==> config.mk <==
export PLATFORM = sky130hd
export DESIGN_NAME = qb_gpio_port
export DESIGN_NICKNAME = d
export VERILOG_FILES = /design/src/rtl/qb_gpio_pkg.sv /design/src/rtl/qb_gpio_sync.sv /design/src/rtl/qb_gpio_latch.sv /design/src/rtl/qb_gpio_readmux.sv /design/src/rtl/qb_gpio_port.sv
export SDC_FILE = /design/constraint.sdc
export NUM_CORES = 1
export LEC_CHECK = 0
export ABC_AREA = 1
export CORE_UTILIZATION = 25
export DETAILED_ROUTE_END_ITERATION = 8
export DONT_BUFFER_PORTS = 1
export PLACE_DENSITY = 0.48
export RECOVER_POWER = 50
export SYNTH_ARGS = -nofsm -noshare
export SYNTH_HDL_FRONTEND = slang
export SYNTH_SLANG_ARGS = --single-unit
==> constraint.sdc <==
create_clock -name clk -period 2.5 [get_ports clk]
set_input_delay 0.25 -clock clk [delete_from_list [all_inputs] [get_ports clk]]
set_output_delay 0.25 -clock clk [all_outputs]
set_load 0.1 [all_outputs]
==> src/rtl/qb_gpio_pkg.sv <==
`timescale 1ns/1ps
// Shared types for the quasi-bidirectional port.
package qb_gpio_pkg;
    // Read-modify-write operation encoding.
    typedef enum logic [1:0] {
        RMW_AND  = 2'd0,
        RMW_OR   = 2'd1,
        RMW_XOR  = 2'd2,
        RMW_KEEP = 2'd3
    } rmw_op_e;
endpackage

==> src/rtl/qb_gpio_sync.sv <==
`timescale 1ns/1ps
// Multi-flop synchronizer for the raw pad levels.
// Assumes STAGES >= 2. Resets to all ones, because released pins read high.
module qb_gpio_sync #(
    parameter int WIDTH  = 8,
    parameter int STAGES = 2
) (
    input  logic             clk,
    input  logic             rst_n,
    input  logic [WIDTH-1:0] raw_in,
    output logic [WIDTH-1:0] sync_out
);
    logic [WIDTH-1:0] chain [STAGES];

    // First stage: capture the asynchronous pad level.
    always_ff @(posedge clk) begin
        if (!rst_n) chain[0] <= '1;
        else        chain[0] <= raw_in;
    end

    for (genvar s = 1; s < STAGES; s++) begin : g_stage
        // Later stages: shift the value along the chain.
        always_ff @(posedge clk) begin
            if (!rst_n) chain[s] <= '1;
            else        chain[s] <= chain[s-1];
        end
    end

    assign sync_out = chain[STAGES-1];

    // the output is the input delayed by exactly STAGES edges (shown here for two).
    a_r4_two_flop_delay: assert property (@(posedge clk) disable iff (!rst_n)
        (STAGES == 2 && $past(rst_n) && $past(rst_n, 2)) |-> sync_out == $past(raw_in, 2));
endmodule

==> src/rtl/qb_gpio_latch.sv <==
`timescale 1ns/1ps
// Output latch bank. A plain write has priority over a read-modify-write.
// The read-modify-write combines the stored value, never the pins.
module qb_gpio_latch
    import qb_gpio_pkg::*;
#(
    parameter int WIDTH = 8
) (
    input  logic             clk,
    input  logic             rst_n,
    input  logic             wr_en,
    input  logic [WIDTH-1:0] wr_data,
    input  logic             rmw_en,
    input  rmw_op_e          rmw_op,
    input  logic [WIDTH-1:0] rmw_arg,
    output logic [WIDTH-1:0] latch_q
);
    logic [WIDTH-1:0] rmw_result;

    // Combine the stored value with the operand.
    always_comb begin
        unique case (rmw_op)
            RMW_AND: rmw_result = latch_q & rmw_arg;
            RMW_OR:  rmw_result = latch_q | rmw_arg;
            RMW_XOR: rmw_result = latch_q ^ rmw_arg;
            default: rmw_result = latch_q;
        endcase
    end

    // Store: reset to released, then write, then read-modify-write.
    always_ff @(posedge clk) begin
        if (!rst_n)      latch_q <= '1;
        else if (wr_en)  latch_q <= wr_data;
        else if (rmw_en) latch_q <= rmw_result;
    end

    a_r1_reset_released: assert property (@(posedge clk)
        !rst_n |=> latch_q == '1);
    a_r2_write_loads: assert property (@(posedge clk) disable iff (!rst_n)
        wr_en |=> latch_q == $past(wr_data));
    a_r7_idle_holds: assert property (@(posedge clk) disable iff (!rst_n)
        (!wr_en && !rmw_en) |=> $stable(latch_q));
    a_r7_keep_holds: assert property (@(posedge clk) disable iff (!rst_n)
        (!wr_en && rmw_en && rmw_op == RMW_KEEP) |=> $stable(latch_q));
endmodule

==> src/rtl/qb_gpio_readmux.sv <==
`timescale 1ns/1ps
// Registered read bus. Read-latch has priority over read-pin.
// The bus holds its value when neither strobe is high.
module qb_gpio_readmux #(
    parameter int WIDTH = 8
) (
    input  logic             clk,
    input  logic             rst_n,
    input  logic             rd_pin_en,
    input  logic             rd_latch_en,
    input  logic [WIDTH-1:0] latch_q,
    input  logic [WIDTH-1:0] pin_sync,
    output logic [WIDTH-1:0] rd_data
);
    // Capture the selected source on a strobe.
    always_ff @(posedge clk) begin
        if (!rst_n)           rd_data <= '0;
        else if (rd_latch_en) rd_data <= latch_q;
        else if (rd_pin_en)   rd_data <= pin_sync;
    end

    a_r5_latch_path: assert property (@(posedge clk) disable iff (!rst_n)
        rd_latch_en |=> rd_data == $past(latch_q));
    a_r4_pin_path: assert property (@(posedge clk) disable iff (!rst_n)
        (rd_pin_en && !rd_latch_en) |=> rd_data == $past(pin_sync));
    a_r6_bus_holds: assert property (@(posedge clk) disable iff (!rst_n)
        (!rd_pin_en && !rd_latch_en) |=> $stable(rd_data));
endmodule

==> src/rtl/qb_gpio_port.sv <==
`timescale 1ns/1ps
// Quasi-bidirectional byte port: one latch per bit drives the pad.
// A stored 0 pulls the pin down; a stored 1 releases it to the pull-up (or to an
// external resistor in the open-drain variant). Assumes pin_in is asynchronous.
module qb_gpio_port
    import qb_gpio_pkg::*;
#(
    parameter int WIDTH       = 8,
    parameter int SYNC_STAGES = 2,
    parameter bit PULLUP_EN   = 1'b1
) (
    input  logic             clk,
    input  logic             rst_n,
    input  logic             wr_en,
    input  logic [WIDTH-1:0] wr_data,
    input  logic             rmw_en,
    input  logic [1:0]       rmw_op,
    input  logic [WIDTH-1:0] rmw_arg,
    input  logic             rd_pin_en,
    input  logic             rd_latch_en,
    input  logic [WIDTH-1:0] pin_in,
    output logic [WIDTH-1:0] pd_en,
    output logic [WIDTH-1:0] pu_en,
    output logic [WIDTH-1:0] rd_data
);
    logic [WIDTH-1:0] latch_q;
    logic [WIDTH-1:0] pin_sync;

    qb_gpio_latch #(.WIDTH(WIDTH)) u_latch (
        .clk     (clk),
        .rst_n   (rst_n),
        .wr_en   (wr_en),
        .wr_data (wr_data),
        .rmw_en  (rmw_en),
        .rmw_op  (rmw_op_e'(rmw_op)),
        .rmw_arg (rmw_arg),
        .latch_q (latch_q)
    );

    qb_gpio_sync #(.WIDTH(WIDTH), .STAGES(SYNC_STAGES)) u_sync (
        .clk      (clk),
        .rst_n    (rst_n),
        .raw_in   (pin_in),
        .sync_out (pin_sync)
    );

    qb_gpio_readmux #(.WIDTH(WIDTH)) u_rd (
        .clk         (clk),
        .rst_n       (rst_n),
        .rd_pin_en   (rd_pin_en),
        .rd_latch_en (rd_latch_en),
        .latch_q     (latch_q),
        .pin_sync    (pin_sync),
        .rd_data     (rd_data)
    );

    // Pad drivers: strong low for a stored 0.
    assign pd_en = ~latch_q;

    // Weak pull-up exists only in the pulled-up variant.
    if (PULLUP_EN) begin : g_pullup
        assign pu_en = latch_q;
    end else begin : g_open_drain
        assign pu_en = '0;
    end

    a_r2_pulldown_follows_write: assert property (@(posedge clk) disable iff (!rst_n)
        wr_en |=> pd_en == ~$past(wr_data));
    a_r3_pullup_follows_write: assert property (@(posedge clk) disable iff (!rst_n)
        (wr_en && PULLUP_EN) |=> pu_en == $past(wr_data));
    a_r8_write_beats_rmw: assert property (@(posedge clk) disable iff (!rst_n)
        (wr_en && rmw_en) |=> pd_en == ~$past(wr_data));
endmodule

==> run_results.csv, run 1 <==
group,metric,value,unit
sta,finalClockSkew,0.005952,ns
grt,first_global_vias,1402,
route,vias_per_cell,4.075,
yosys,syn-instance-count,235,
yosys,synth_seq_cells,32,
setup_path,cp-end-kind,"flop",
grt,grtUsageMet3,4.716,%
clocking,numCtsBuffers,5,
yosys,yosys.area_share.simple,30.20,%
flow_run,drv_cap,0,
sta,setup_tns,0,ns
yosys,synth_top_family_by_area,"simple AND/OR/NAND/NOR gates",
clocking,path_clk_slew,0.07,ns
clocking,clock_latency,0.28,ns
grt,grt_usage,11.97,%
pwr,powerDensity,727.0,nW/um^2
sta,finalHoldViolations,0,
yosys,synth_area_leaders,"dfxtp_1 (36%), ha_1 (14%), nand2_1 (11%)",
grt,met1_usage,12.63,%
sta,holdWs,0.07059,ns
clocking,cts_hold_buffers,0,
yosys,synth_top_cell_by_area,"dfxtp_1",
yosys,synth_xor_area_share,0,%
hold_path,hold_class,"in -> reg",
die,die_h,85.83,um
die,die-area,7366,um^2
clocking,cts.sinks,32,
placed_design,hpwl,3155,um
die,io_pins,56,
yosys,synth_top_area_share,36.47,%
yosys,yosys_warnings,0,
sta,relSlewSlack,12.38,%
sta,tightest_slew,1.314,ns
final_layout,n_fill_cell,767,
pwr,peakVddDrop,0.2252,mV
clocking,cts_setup_buffers,0,
final_layout,final_nets,301,
die,fp-row-count,30,
setup_path,critPathKind,"reg -> reg",
route,vias,1414,
sta,rsz0062_at_grt,"no",
grt,grt_max_degree,25,
sta,maxSlewViolCount,0,
setup_path,start_kind,"flop",
route,ant_nets,0,
setup_path,worstPathRequired,2.72,ns
clocking,htree_levels,2,
route,drt_iter0_drc,45,
die,start_util,25.86,%
pwr,leakagePower,0.9079,nW
sta,max_freq,514.4,MHz
yosys,synth.net_count,286,
clocking,cts_tree,"built",
yosys,synth.mux.area_fraction,0,%
run_status,violations,"design-rule violations",
grt,grt_use_met2,21.45,%
sta,min_period,1.944,ns
setup_path,ff2ff_setup_slack,0.56,ns
yosys,synth_compound_area_share,8.191,%
die,die_w,85.83,um
final_layout,diodes,0,
grt,antenna_found_initial,0,
yosys,synth.cell_area,1757,um^2
yosys,synth_cell_types,22,
setup_path,cp.arrival,2.16,ns
run_status,outcome,"finished, violations left",
yosys,synthAdderAreaFrac,13.53,%
grt,grt.busiest_layer,"met2",
clocking,root_buffer,"clkbuf_8",
route,drt-total-wl,4228,um
yosys,syn_area_per_cell,7.475,um^2
clocking,cts_resized,0,
placed_design,gp_routability_congestion,0.7182,
placed_design,port_buffers,0,
sta,fin_crit_sh,77.76,%
final_layout,drive_above_1_share,25.90,%
final_layout,area_delta_synth_final,15.74,%
die,coreArea,6794,um^2
setup_path,cp_max_fo,3,
yosys,yosysSeqAreaShare,36.47,%
grt,grt_pass1_wl,6617,um
route,routedWlPerCell,12.18,um
grt,grt-ovfl-total,0,
route,post-route-drc-count,1,
route,firstDrtPassIters,6,
clocking,cts_buffer_depth,2,
sta,setup_violations,0,
==> Yosys cell counts, drive strengths merged <==
cell    count
nand2      55
dfxtp      32
inv        32
nor2       26
ha         19
a21oi      17
or2        17
nand3      10
buf         9
nor3        8
o21ai       8
clkbuf      2
==> registers in the layout (all words and copies together) (netlist names) <==
name / flops
u_latch.latch_q: 8
u_rd.rd_data: 8
u_sync.chain: 16
==> metrics by stage <==
stage | worst slack [ns] | area (um^2) | power, mW | util, % | std cells
after floorplan | 0.3074 | 1797 | 1.035 | - | 235
after global placement | 1.015 | 1976 | 1.114 | 29.08 | 339
after detailed placement | 1.014 | 1976 | 1.116 | 29.08 | 339
after CTS | 0.9144 | 2063 | 1.517 | 30.37 | 347
after global routing | 0.4660 | 2033 | 1.557 | 29.93 | 347
final | 0.5560 | 2033 | 1.478 | 29.93 | 347
==> layout by cell type (no fill, tap or decap) <==
master,n
nand3_1,10
or2_2,16
nor2_2,3
a21oi_2,5
nor2_4,1
inv_1,23
nand2_4,1
clkinv_4,1
clkinvlp_4,8
nor2_1,22
ha_1,19
inv_2,1
clkbuf_8,5
nand2_1,51
o21ai_1,8
a21oi_1,12
nor3_1,8
dfxtp_2,8
or2_1,1
buf_4,11
clkbuf_1,8
nand2_2,3
dfxtp_1,24
clkinv_2,2
==> report_power, final <==
part / total, mW / internal [mW] / switching, mW
Combinational: 0.447 / 0.0962 / 0.351
Sequential: 0.641 / 0.550 / 0.0904
Clock: 0.390 / 0.194 / 0.197
==> metal layers <==
layer,vias up,wire length (um)
met1,628,1781
met2,32,2062
met4,0,48
li1,750,-
met3,4,336
met5,-,0
==> final timing paths <==
kind,cells after the start,endpoint,from
max,6,u_latch.latch_q[0]$_SDFFE_PN1P_,u_latch.latch_q[0]$_SDFFE_PN1P_
max reg2reg,6,u_latch.latch_q[0]$_SDFFE_PN1P_,u_latch.latch_q[0]$_SDFFE_PN1P_
min,1,u_sync.chain[0][2]$_SDFF_PN1_,pin_in[2]
min reg2reg,1,u_sync.chain[1][7]$_SDFF_PN1_,u_sync.chain[0][7]$_SDFF_PN1_
==> final cells by class <==
cell class	instances	area [um^2]	share of cell area, %
Clock buffer	5	68.82	3.385
Clock inverter	3	18.77	0.9231
Inverter	32	150.1	7.385
Multi-Input combinational cell	160	912.1	44.86
Sequential cell	32	650.6	32.00
Tap cell	96	120.1	5.908
Timing Repair Buffer	19	112.6	5.538
==> critical path, cell delays in order (launching register included) <==
cell and delay [ns]:
dfxtp_2 0.35, clkbuf_1 0.97, ha_1 0.31, nand2_1 0.05, nand3_1 0.09, nand2_1 0.06, nand2_1 0.06
==> logic make-up after synthesis <==
logic type	count (synthesis)
and+or+nand+nor	116
buffers and inverters	43
DFF	32
AOI/OAI and AO/OA	25
adders and majority gates	19
No activity file was read; power rests on OpenSTA's default activity.
==> run 2, diff against run 1 <==
ABC_AREA = 0   (was 1)
clock period = 1.8 ns   (was 2.5 ns; I/O delays follow)
==> run_results.csv, run 2 <==
group,metric,value,unit
clocking,cts.sinks,32,
route,vias_per_cell,4.372,
sta,max_freq,732.0,MHz
final_layout,top_regs,"u_sync.chain (16), u_latch.latch_q (8), u_rd.rd_data (8)",
setup_path,max_stage_delay,0.36,ns
final_layout,drive_above_1_share,28.05,%
setup_path,start_kind,"flop",
clocking,cts_buffer_depth,2,
setup_path,critPathKind,"reg -> reg",
clocking,cts_setup_buffers,0,
clocking,cts_resized,0,
yosys,yosys_warnings,0,
grt,first_global_vias,1334,
sta,setup_tns,0,ns
final_layout,final_util,35.13,%
pwr,powerDensity,948.2,nW/um^2
grt,grt_pass1_wl,6686,um
grt,grt_usage,12.43,%
pwr,p_total,2.115,mW
yosys,synth_seq_cells,32,
yosys,synth.net_count,237,
yosys,syn_area_per_cell,8.859,um^2
clocking,clock_latency,0.28,ns
setup_path,ff2ff_setup_slack,0.43,ns
setup_path,worstPathRequired,1.97,ns
yosys,synth.cell_area,1648,um^2
placed_design,placed_cell_area,2053,um^2
yosys,synth_top_area_share,38.88,%
final_layout,layout.cells.most_common_list,"dfxtp_1 (24), a21oi_1 (20), buf_4 (18), nand2b_1 (17), nor2_1 (16)",
sta,fin_crit_sh,75.90,%
final_layout,top_register,"u_sync.chain",
placed_design,hpwl,2898,um
sta,setup_violations,0,
final_layout,largest_reg_flops,16,
sta,setup_ws,0.4338,ns
route,ant_nets,0,
setup_path,worstPathCellList,"clkinvlp_4 -> ha_4 -> a22oi_1 -> a21oi_1 -> o311a_1",
yosys,ys.flop_type,"dfxtp_1",
placed_design,port_buffers,0,
final_layout,final_nets,271,
setup_path,cp.arrival,1.53,ns
yosys,synth_edf_count,0,
sta,maxSlewViolCount,0,
die,die-area,6920,um^2
pwr,leakagePower,0.9433,nW
route,drt-total-wl,3944,um
sta,relSlewSlack,60.20,%
die,die_w,83.19,um
clocking,cts_tree,"built",
die,fp-row-count,29,
final_layout,design_area,2231,um^2
final_layout,area_delta_synth_final,35.38,%
placed_design,gp_routability_congestion,0.7144,
sta,finalClockSkew,0.002776,ns
final_layout,diodes,0,
sta,tightest_slew,0.5970,ns
yosys,synth_area_leaders,"dfxtp_1 (39%), ha_1 (14%), nand2b_1 (6.5%)",
sta,rsz0062_at_grt,"no",
clocking,numCtsBuffers,5,
grt,antenna_found_initial,0,
flow_run,drv_cap,0,
yosys,synth_top_cell_by_area,"dfxtp_1",
route,post-route-drc-count,0,
clocking,cts_hold_buffers,9,
yosys,synth_common_cells,"dfxtp_1 (32), a21oi_1 (20), ha_1 (19), inv_1 (19), nand2b_1 (17)",
sta,min_period,1.366,ns
final_layout,n_fill_cell,667,
route,firstDrtPassIters,4,
die,io_pins,56,
placed_design,pre_cts_ws,0.3672,ns
run_status,outcome,"complete, no violations",
die,die_h,83.19,um
clocking,htree_levels,2,
clocking,path_clk_slew,0.07,ns
sta,finalHoldViolations,0,
yosys,synth_most_common_cell,"dfxtp_1",
hold_path,hold_class,"in -> reg",
setup_path,cp_max_fo,2,
die,coreArea,6350,um^2
grt,grt_max_degree,17,
die,start_util,25.95,%
final_layout,mostFrequentLayoutCell,"dfxtp_1",
grt,grt-ovfl-total,0,
yosys,syn-instance-count,186,
route,drt_iter0_drc,28,
yosys,yosysSeqAreaShare,38.88,%
setup_path,cp_slowest_cell,"dfxtp_4",
clocking,root_buffer,"clkbuf_8",
yosys,async_flop_share,0,%
setup_path,cp-end-kind,"flop",
yosys,synth_cell_types,22,
route,routedWlPerCell,13.23,um
route,vias,1303,
pwr,peakVddDrop,0.5682,mV
## run 2: cell count changes after synthesis, sizes merged, moves of 8 or more
cell / change
nor3: -8
inv: -13
or2: -17
nor2: -10
and2: +8
mux2i: +8
nand2: -46
nand2b: +17
nand3: -9
## run 2: routing by layer
metal  vias up  global-route usage, %  share of wire, %
li1        674                      -                 -
met1       585                  15.87                48
met2        42                  19.75                45
met3         2                  4.274               7.2
met4         0                  3.762              0.58
met5         -                      0                 0
## run 2: cell type report
class	count	area (um^2)	share of cell area, %
clock buffer	5	68.82	3.085
clock inverter	3	41.29	1.851
inverter	19	101.3	4.543
multi-input combinational	126	982.2	44.03
sequential	32	670.6	30.06
tap	77	96.34	4.319
timing repair buffer	36	270.3	12.11
## run 2: per-stage QoR
stage	hold slack [ns]	cells
after floorplan	0.2530	186
after global placement	0.2559	281
after detailed placement	0.2581	281
after CTS	0.006998	298
after global routing	0.01066	298
final	0.02052	298
## run 2: final timing paths
kind / depth (start not counted) / from / to
worst max-delay path: 5 / u_latch.latch_q[5]$_SDFFE_PN1P_ / u_latch.latch_q[5]$_SDFFE_PN1P_
worst min-delay path: 1 / rst_n / u_rd.rd_data[5]$_SDFFE_PN0P_
worst max register to register: 5 / u_latch.latch_q[5]$_SDFFE_PN1P_ / u_latch.latch_q[5]$_SDFFE_PN1P_
worst min register to register: 1 / u_sync.chain[0][2]$_SDFF_PN1_ / u_sync.chain[1][2]$_SDFF_PN1_
## run 2: kinds of logic after synthesis
logic type	after synthesis	share of synthesized area, %
AND/OR/NAND/NOR	59	18.60
AO/OA/AOI/OAI	40	15.64
flip-flops	32	38.88
buffers and inverters	28	7.592
adder cells (fa/ha/maj)	19	14.43
multiplexers	8	4.860
## run 2: report_power, final
group | internal (mW) | switching, mW
Combinational | 0.168 | 0.473
Clock | 0.410 | 0.271
Sequential | 0.755 | 0.0374
## run 2: critical path, delay by kind of cell, from the launching register on
kind / cells / cell delay, ns
buf+inv: 1 / 0.10
fa+ha+maj: 1 / 0.24
compound gates: 3 / 0.54
flops: 1 / 0.36
